==> src/rtl/msr_wu_pkg.sv <==
package msr_wu_pkg;

  localparam int VEC_W = 32;
  localparam logic [VEC_W-1:0] HIGH_VEC = 32'hFFF0_0000;

  typedef struct packed {
    logic flush;
    logic swap;
    logic prefix;
    logic halt_go;
  } msr_evt_t;

  function automatic logic [VEC_W-1:0] vec_base(input logic ep);
    return ep ? HIGH_VEC : '0;
  endfunction

endpackage

==> src/rtl/msr_sanitize.sv <==
module msr_sanitize #(
  parameter int XLEN = 64,
  parameter logic [XLEN-1:0] WMASK = '1,
  parameter int HV_POS = 60,
  parameter int PR_POS = 14,
  parameter int EE_POS = 15,
  parameter int IR_POS = 5,
  parameter int DR_POS = 4,
  parameter bit SEG64 = 1'b1
) (
  input  logic [XLEN-1:0] req_val,
  input  logic            alter_hv,
  input  logic [XLEN-1:0] cur_val,
  output logic [XLEN-1:0] new_val
);

  localparam logic [XLEN-1:0] FORCE_SET =
    (XLEN'(1) << EE_POS) | (XLEN'(1) << IR_POS) | (XLEN'(1) << DR_POS);

  logic [XLEN-1:0] masked;
  logic [XLEN-1:0] hv_fixed;
  logic            hv_may_change;

  always_comb begin
    masked        = req_val & WMASK;
    hv_may_change = alter_hv & cur_val[HV_POS];
    hv_fixed      = masked;
    hv_fixed[HV_POS] = hv_may_change ? masked[HV_POS] : cur_val[HV_POS];
  end

  generate
    if (SEG64) begin : g_force
      assign new_val = hv_fixed[PR_POS] ? (hv_fixed | FORCE_SET) : hv_fixed;
    end else begin : g_plain
      assign new_val = hv_fixed;
    end
  endgenerate

endmodule

==> src/rtl/msr_mode_index.sv <==
module msr_mode_index #(
  parameter bit INVERT_MID = 1'b1
) (
  input  logic       pr,
  input  logic       i_mid,
  input  logic       d_mid,
  input  logic       top,
  output logic [2:0] i_idx,
  output logic [2:0] d_idx
);

  logic i_b1, d_b1;

  generate
    if (INVERT_MID) begin : g_server
      assign i_b1 = ~i_mid;
      assign d_b1 = ~d_mid;
    end else begin : g_embedded
      assign i_b1 = i_mid;
      assign d_b1 = d_mid;
    end
  endgenerate

  assign i_idx = {top, i_b1, ~pr};
  assign d_idx = {top, d_b1, ~pr};

endmodule

==> src/rtl/msr_event_detect.sv <==
module msr_event_detect
  import msr_wu_pkg::*;
#(
  parameter bit EMBEDDED_MMU = 1'b0,
  parameter bit SHADOW_EN = 1'b1
) (
  input  logic     fire,
  input  logic     d_ir,
  input  logic     d_dr,
  input  logic     d_gs,
  input  logic     d_tgpr,
  input  logic     d_ep,
  input  logic     n_pow,
  input  logic     irq_pending,
  input  logic     pow_ok,
  output msr_evt_t evt
);

  localparam logic GS_COUNTS = EMBEDDED_MMU;
  localparam logic SWAP_ON   = SHADOW_EN;

  always_comb begin
    evt.flush   = fire & (d_ir | d_dr | (GS_COUNTS & d_gs));
    evt.swap    = fire & SWAP_ON & d_tgpr;
    evt.prefix  = fire & d_ep;
    evt.halt_go = fire & n_pow & ~irq_pending & pow_ok;
  end

endmodule

==> src/rtl/msr_write_unit.sv <==
module msr_write_unit
  import msr_wu_pkg::*;
#(
  parameter int XLEN = 64,
  parameter logic [XLEN-1:0] WMASK     = ~64'h6,
  parameter logic [XLEN-1:0] RESET_VAL = 64'h9000_0000_0000_0000,
  parameter bit EMBEDDED_MMU = 1'b0,
  parameter bit SEG64        = 1'b1,
  parameter bit SHADOW_EN    = 1'b1,
  parameter int SF_POS   = 63,
  parameter int HV_POS   = 60,
  parameter int CM_POS   = 31,
  parameter int GS_POS   = 28,
  parameter int VR_POS   = 25,
  parameter int VSX_POS  = 23,
  parameter int POW_POS  = 18,
  parameter int TGPR_POS = 17,
  parameter int EE_POS   = 15,
  parameter int PR_POS   = 14,
  parameter int FP_POS   = 13,
  parameter int SE_POS   = 10,
  parameter int BE_POS   = 9,
  parameter int EP_POS   = 6,
  parameter int IR_POS   = 5,
  parameter int DR_POS   = 4,
  parameter int IS_POS   = 5,
  parameter int DS_POS   = 4,
  parameter int LE_POS   = 0
) (
  input  logic             clk,
  input  logic             rst_n,
  input  logic             wr_valid,
  output logic             wr_ready,
  input  logic [XLEN-1:0]  wr_data,
  input  logic             wr_alter_hv,
  input  logic [XLEN-1:0]  nmsr_flags,
  input  logic             irq_pending,
  input  logic             pow_ok,
  output logic [XLEN-1:0]  msr_q,
  output logic [2:0]       immu_idx,
  output logic [2:0]       dmmu_idx,
  output logic [XLEN-1:0]  hflags,
  output logic             flush_req,
  output logic             swap_req,
  output logic             prefix_we,
  output logic [VEC_W-1:0] excp_base,
  output logic             halt,
  output logic             halt_evt
);

  localparam int I_MID_POS = EMBEDDED_MMU ? IS_POS : IR_POS;
  localparam int D_MID_POS = EMBEDDED_MMU ? DS_POS : DR_POS;
  localparam int TOP_POS   = EMBEDDED_MMU ? GS_POS : HV_POS;
  localparam logic [XLEN-1:0] HMASK =
    (XLEN'(1) << SF_POS) | (XLEN'(1) << HV_POS) | (XLEN'(1) << CM_POS) |
    (XLEN'(1) << VR_POS) | (XLEN'(1) << VSX_POS) | (XLEN'(1) << PR_POS) |
    (XLEN'(1) << FP_POS) | (XLEN'(1) << SE_POS) | (XLEN'(1) << BE_POS) |
    (XLEN'(1) << IR_POS) | (XLEN'(1) << DR_POS) | (XLEN'(1) << LE_POS);

  logic [XLEN-1:0] san_val;
  logic [XLEN-1:0] msr_d;
  logic [XLEN-1:0] diff;
  logic [XLEN-1:0] hflags_d;
  logic [2:0]      i_idx_d, d_idx_d;
  msr_evt_t        evt;

  assign wr_ready = 1'b1;

  // write sanitising: mask, hypervisor lock, problem-state forcing
  msr_sanitize #(
    .XLEN(XLEN), .WMASK(WMASK), .HV_POS(HV_POS), .PR_POS(PR_POS),
    .EE_POS(EE_POS), .IR_POS(IR_POS), .DR_POS(DR_POS), .SEG64(SEG64)
  ) u_san (
    .req_val (wr_data),
    .alter_hv(wr_alter_hv),
    .cur_val (msr_q),
    .new_val (san_val)
  );

  assign msr_d = !rst_n ? RESET_VAL : (wr_valid ? san_val : msr_q);
  assign diff  = msr_q ^ san_val;

  msr_event_detect #(
    .EMBEDDED_MMU(EMBEDDED_MMU), .SHADOW_EN(SHADOW_EN)
  ) u_evt (
    .fire       (wr_valid & rst_n),
    .d_ir       (diff[IR_POS]),
    .d_dr       (diff[DR_POS]),
    .d_gs       (diff[GS_POS]),
    .d_tgpr     (diff[TGPR_POS]),
    .d_ep       (diff[EP_POS]),
    .n_pow      (san_val[POW_POS]),
    .irq_pending(irq_pending),
    .pow_ok     (pow_ok),
    .evt        (evt)
  );

  msr_mode_index #(.INVERT_MID(!EMBEDDED_MMU)) u_idx (
    .pr   (msr_d[PR_POS]),
    .i_mid(msr_d[I_MID_POS]),
    .d_mid(msr_d[D_MID_POS]),
    .top  (msr_d[TOP_POS]),
    .i_idx(i_idx_d),
    .d_idx(d_idx_d)
  );

  assign hflags_d = (msr_d & HMASK) | (rst_n ? nmsr_flags : '0);

  always_ff @(posedge clk) begin
    msr_q    <= msr_d;
    immu_idx <= i_idx_d;
    dmmu_idx <= d_idx_d;
    hflags   <= hflags_d;
    if (!rst_n) begin
      flush_req <= 1'b0;
      swap_req  <= 1'b0;
      prefix_we <= 1'b0;
      halt_evt  <= 1'b0;
      halt      <= 1'b0;
      excp_base <= vec_base(RESET_VAL[EP_POS]);
    end else begin
      flush_req <= evt.flush;
      swap_req  <= evt.swap;
      prefix_we <= evt.prefix;
      halt_evt  <= evt.halt_go;
      if (evt.prefix) excp_base <= vec_base(san_val[EP_POS]);
      if (evt.halt_go)      halt <= 1'b1;
      else if (irq_pending) halt <= 1'b0;
    end
  end

  // hypervisor bit only moves on a privileged write while already set
  a_r3_hv_locked: assert property (@(posedge clk) disable iff (!rst_n)
    (wr_valid && !(wr_alter_hv && msr_q[HV_POS])) |=> msr_q[HV_POS] == $past(msr_q[HV_POS]));

  generate
    if (SEG64) begin : g_a_force
      // problem state pulls the enables on
      a_r4_pr_forces: assert property (@(posedge clk) disable iff (!rst_n)
        (wr_valid && wr_data[PR_POS] && WMASK[PR_POS]) |=>
          (msr_q[EE_POS] && msr_q[IR_POS] && msr_q[DR_POS]));
    end
  endgenerate

  // base always matches the prefix bit when updated
  a_r7_prefix_base: assert property (@(posedge clk) disable iff (!rst_n)
    prefix_we |-> excp_base == vec_base(msr_q[EP_POS]));

  // a halt event always leaves the unit halted
  a_r11_evt_halts: assert property (@(posedge clk) disable iff (!rst_n)
    halt_evt |-> halt);

  // pending interrupt releases halt
  a_r12_irq_wakes: assert property (@(posedge clk) disable iff (!rst_n)
    irq_pending |=> !halt);

  // no strobe without a write
  a_r13_quiet_idle: assert property (@(posedge clk) disable iff (!rst_n)
    !wr_valid |=> !(flush_req || swap_req || prefix_we || halt_evt));

  // register holds when nothing is written
  a_r14_hold: assert property (@(posedge clk) disable iff (!rst_n)
    !wr_valid |=> msr_q == $past(msr_q));

endmodule

==> config.mk <==
export PLATFORM = sky130hd
export DESIGN_NAME = msr_write_unit
export DESIGN_NICKNAME = d
export VERILOG_FILES = /design/src/rtl/msr_wu_pkg.sv /design/src/rtl/msr_sanitize.sv /design/src/rtl/msr_mode_index.sv /design/src/rtl/msr_event_detect.sv /design/src/rtl/msr_write_unit.sv
export SDC_FILE = /design/constraint.sdc
export NUM_CORES = 1
export LEC_CHECK = 0
export BUFFER_PORTS_ARGS = -buffer_cell sky130_fd_sc_hd__buf_2
export CAP_MARGIN = 20
export CORE_MARGIN = 2
export CORE_UTILIZATION = 35
export CTS_CLUSTER_DIAMETER = 150
export DETAILED_ROUTE_END_ITERATION = 8
export PLACE_DENSITY = 0.66
export SYNTH_ARGS = -nofsm -noshare
export SYNTH_HDL_FRONTEND = slang
export SYNTH_HIERARCHICAL = 1
export SYNTH_SLANG_ARGS = --single-unit
==> constraint.sdc <==
create_clock -name clk -period 1.37 [get_ports clk]
set_input_delay 0.2055 -clock clk [delete_from_list [all_inputs] [get_ports clk]]
set_output_delay 0.2055 -clock clk [all_outputs]
set_load 0.02 [all_outputs]
* After elaboration in Yosys (flattened, before gate mapping)
Index checks and enable logic that the tools add are counted.
** Word-level totals
- Bits in registers :: 171
** Cells by class
- Muxes and demuxes :: 8
- Reduce and logical (&&, ||, !) cells :: 1
- Bitwise gates (word level) :: 15
** Operators by type and width (number)
- $mux W64 :: 3
- $or A64 B64 Y64 :: 1
- $mux W32 :: 1
- $xor A18 B18 Y18 :: 1
- $mux W16 :: 1
- $and A1 B1 Y1 :: 8
- $not A1 Y1 :: 4
- $mux W1 :: 3
- $reduce_bool A2 Y1 :: 1
- $or A1 B1 Y1 :: 1

* Logic depth before layout (Yosys ltp)
- Depth in word-level cells :: 5
- Depth in mapped cells :: 6
- Gate-level depth less buffers :: 4

* Cells and area by module
Netlist, hierarchy kept.
** By module, submodules not included
- msr_write_unit :: area each 4783.3 µm², cells each 411, times used 1, sequential area each 2802.7 µm²
- msr_sanitize :: area each 484.2 µm², cells each 66, times used 1, sequential area each 0.0 µm²
- msr_mode_index :: area each 48.8 µm², cells each 8, times used 1, sequential area each 0.0 µm²
- msr_event_detect :: area each 32.5 µm², cells each 4, times used 1, sequential area each 0.0 µm²

* Worst setup path before layout
Ideal clock, no wire load.
- Kind :: input-to-reg
- Start point :: input wr_valid
- End point :: register excp_base[30]
- Library setup time :: 117 ps
- Setup slack :: 229 ps
- Path buffers :: 2
- Stages :: 6
- Data required time :: 1253 ps
- Arrival time :: 1024 ps
- Cells stage by stage :: buf_6 > buf_6 > and2_1 > and2_2 > mux2i_1 > nor2b_1
** RTL lines
- start: declaration :: RTL line msr_write_unit.sv:32 : input logic wr_valid,
- end signal: assignment :: RTL line msr_write_unit.sv:120 : excp_base <= vec_base(RESET_VAL[EP_POS]);
- end signal: assignment :: RTL line msr_write_unit.sv:126 : if (evt.prefix) excp_base <= vec_base(san_val[EP_POS]);
- end: declaration :: RTL line msr_write_unit.sv:46 : output logic [VEC_W-1:0] excp_base,

==> impl_metrics.xml <==
<?xml version="1.0" encoding="UTF-8"?>
<metrics>
  <group name="grt">
    <metric name="first_global_vias" unit="">3870</metric>
    <metric name="gr-total-overflow" unit="">0</metric>
    <metric name="grt_max_degree" unit="">68</metric>
    <metric name="grt_antenna_before_repair" unit="">1</metric>
    <metric name="global_route.usage.total" unit="%">15.0</metric>
    <metric name="grt_first_pass_wirelength" unit="mm">18.7</metric>
  </group>
  <group name="place">
    <metric name="post_dp_hpwl" unit="mm">8.20</metric>
    <metric name="place_ws" unit="ns">0.161</metric>
    <metric name="placed_area" unit="sq um">6300</metric>
    <metric name="portBuffers" unit="">282</metric>
    <metric name="globalplace.congestion" unit="">0.695</metric>
  </group>
  <group name="timing">
    <metric name="final-setup-viol-count" unit="">0</metric>
    <metric name="final_hold_viol_count" unit="">0</metric>
    <metric name="rsz0062_at_grt" unit="">false</metric>
    <metric name="finalWorstSetupSlack" unit="ns">0.156</metric>
    <metric name="timing.final.max_slew_violations" unit="">0</metric>
    <metric name="clock-skew-final" unit="ns">0.00314</metric>
    <metric name="final.hold.worst_slack" unit="ns">0.0272</metric>
    <metric name="min_period_over_period" unit="%">88.6</metric>
    <metric name="clock.fmax" unit="MHz">824</metric>
    <metric name="setup_tns" unit="ns">0</metric>
    <metric name="finalCriticalPeriod" unit="ns">1.21</metric>
  </group>
  <group name="status">
    <metric name="outcome" unit="">finished, final reports clean</metric>
  </group>
  <group name="setup_path">
    <metric name="cp-end-kind" unit="">primary output</metric>
    <metric name="r2r_start" unit="">msr_q[6]</metric>
    <metric name="critPathTopFamily" unit="">flip-flops</metric>
    <metric name="r2r_setup_slack" unit="ns">0.37</metric>
    <metric name="timing.critical_path.cells" unit="">buf_2</metric>
    <metric name="cp_slowest_cell" unit="">sky130_fd_sc_hd__dfxtp_2</metric>
    <metric name="cp_data_arrival_time" unit="ns">1.01</metric>
    <metric name="cp.required" unit="ns">1.16</metric>
    <metric name="critical_path.n_buffers_inverters" unit="">1</metric>
    <metric name="r2r_cells" unit="">4</metric>
    <metric name="worst_path_largest_cell_delay" unit="ns">0.41</metric>
    <metric name="worst_r2r_endpoint" unit="">excp_base[30]</metric>
    <metric name="worst-path-max-fanout" unit="">13</metric>
    <metric name="setup_cp_type" unit="">reg -&gt; out</metric>
    <metric name="start_kind" unit="">flip-flop</metric>
  </group>
  <group name="die">
    <metric name="die_h" unit="um">128</metric>
    <metric name="io-pin-count" unit="">306</metric>
    <metric name="row_count" unit="">45</metric>
    <metric name="floorplan.initialDensity" unit="%">35.5</metric>
    <metric name="core_area" unit="sq um">15000</metric>
    <metric name="die_area" unit="sq um">16300</metric>
    <metric name="die-width" unit="um">128</metric>
  </group>
  <group name="power_and_ir_drop">
    <metric name="power_density" unit="nW/um^2">1420</metric>
    <metric name="power_leakage" unit="uW">0.00387</metric>
    <metric name="max-vdd-ir-drop" unit="V">0.00107</metric>
  </group>
  <group name="clocking">
    <metric name="clock_tree_from_tritoncts" unit="">done</metric>
    <metric name="cts.sinks" unit="">140</metric>
    <metric name="worstSkewPairLatency" unit="ns">0.41</metric>
    <metric name="clockRootBuffer" unit="">sky130_fd_sc_hd__clkbuf_16</metric>
    <metric name="cts-htree-levels" unit="">4</metric>
    <metric name="postCtsSetupRepairBufs" unit="">0</metric>
    <metric name="cts_inserted_buffers" unit="">17</metric>
    <metric name="maximum_buffer_depth_of_the_clock_tree" unit="">2</metric>
    <metric name="cts.reportedPaths.clkPinSlew" unit="ns">0.06</metric>
  </group>
  <group name="routing">
    <metric name="avgViaCountPerCell" unit="">4.11</metric>
    <metric name="detail-route-antenna-nets" unit="">0</metric>
    <metric name="route.layer.met1.wl" unit="mm">4.69</metric>
    <metric name="uppermost_signal_routing_layer_after_detailed_routing" unit="">met4</metric>
    <metric name="post_drt_wl_per_cell" unit="um">13.0</metric>
    <metric name="total_via_count_after_detailed_routing" unit="">3923</metric>
    <metric name="detail_route.first_pass.iterations" unit="">4</metric>
    <metric name="drt_wl_total" unit="mm">12.4</metric>
    <metric name="dr_wl_met2" unit="mm">6.15</metric>
    <metric name="wl_met3" unit="mm">1.15</metric>
    <metric name="dr.first_iter.drc_count" unit="">127</metric>
    <metric name="drcViolationCount" unit="">0</metric>
  </group>
  <group name="final_layout">
    <metric name="mostFrequentLayoutCell" unit="">sky130_fd_sc_hd__buf_2</metric>
    <metric name="postLayoutCoreUtil" unit="%">49.9</metric>
    <metric name="finish.net_count" unit="">887</metric>
    <metric name="fraction_of_layout_cells_with_a_size_suffix_above_1" unit="%">42.0</metric>
    <metric name="fin_area" unit="sq um">7500</metric>
    <metric name="synthToLayoutAreaGrowth" unit="%">40.5</metric>
    <metric name="layout_common_cells" unit="">281 x sky130_fd_sc_hd__buf_2, 139 x sky130_fd_sc_hd__dfxtp_1, 65 x sky130_fd_sc_hd__mux2i_1</metric>
  </group>
  <group name="min_path">
    <metric name="worst_hold_path.endpoint" unit="">hflags[5]</metric>
    <metric name="hold_crit_path_type" unit="">in -&gt; reg</metric>
    <metric name="min-delay-start" unit="">nmsr_flags[5]</metric>
    <metric name="worst_hold_path.num_cells" unit="">3</metric>
  </group>
  <group name="yosys">
    <metric name="synth-warning-count" unit="">6</metric>
    <metric name="synth.cell_area" unit="sq um">5340</metric>
    <metric name="mean_instance_size_in_the_synthesized_netlist" unit="sq um">10.9</metric>
    <metric name="synthesis.instances" unit="">488</metric>
  </group>
  <group name="job">
    <metric name="max_cap_viol_count" unit="">0</metric>
  </group>
</metrics>
## registers in the layout, indices dropped and copies added, names as in the netlist
name	count
hflags	64
msr_q	64
dmmu_idx	3
immu_idx	3
excp_base	1
flush_req	1
halt	1
halt_evt	1
prefix_we	1
swap_req	1
## report_power, final
group | leakage, uW | switching (uW) | internal, uW | total (uW)
clock network | 0.000310 | 1750 | 3100 | 4860
logic | 0.00239 | 751 | 632 | 1380
registers | 0.00116 | 85.2 | 4310 | 4390
## timing repair
item                                   CTS  global route
hold buffers                            57             0
endpoints found under the hold margin   57             0
resized for setup                        0             1
setup endpoints to repair                0            12
## per-stage QoR
step	total power, uW	cells
2_1_floorplan	5430	508
3_3_place_gp	5730	865
3_5_place_dp	5740	865
4_1_cts	10800	954
5_1_grt	11100	955
6_report	10600	955
## worst max-delay path by stage
stage	from	end	slack [ns]	cells after the start
floorplan	wr_valid	excp_base[30]	0.23	6
global placement	rst_n	excp_base[30]	0.15	5
detailed placement	rst_n	excp_base[30]	0.16	5
CTS	excp_base[30]	excp_base[22]	0.005	1
global route	excp_base[30]	excp_base[31]	0.08	1
finish	excp_base[30]	excp_base[29]	0.16	1
## routing by layer
layer | track usage [%] | vias up
li1 | - | 1950
met1 | 15.1 | 1736
met2 | 26.0 | 205
met3 | 6.24 | 32
met4 | 9.18 | 0
met5 | 0 | -
## cell type report
| class | count | area, sq um |
|---|---|---|
| Antenna cell | 1 | 2.50 |
| Clock buffer | 18 | 439 |
| Clock inverter | 14 | 191 |
| Fill cell | 1367 | 7530 |
| Inverter | 14 | 52.6 |
| Multi-Input combinational cell | 236 | 1690 |
| Sequential cell | 140 | 2800 |
| Tap cell | 188 | 235 |
| Timing Repair Buffer | 344 | 2080 |
Power figures use the tool's default switching activity.
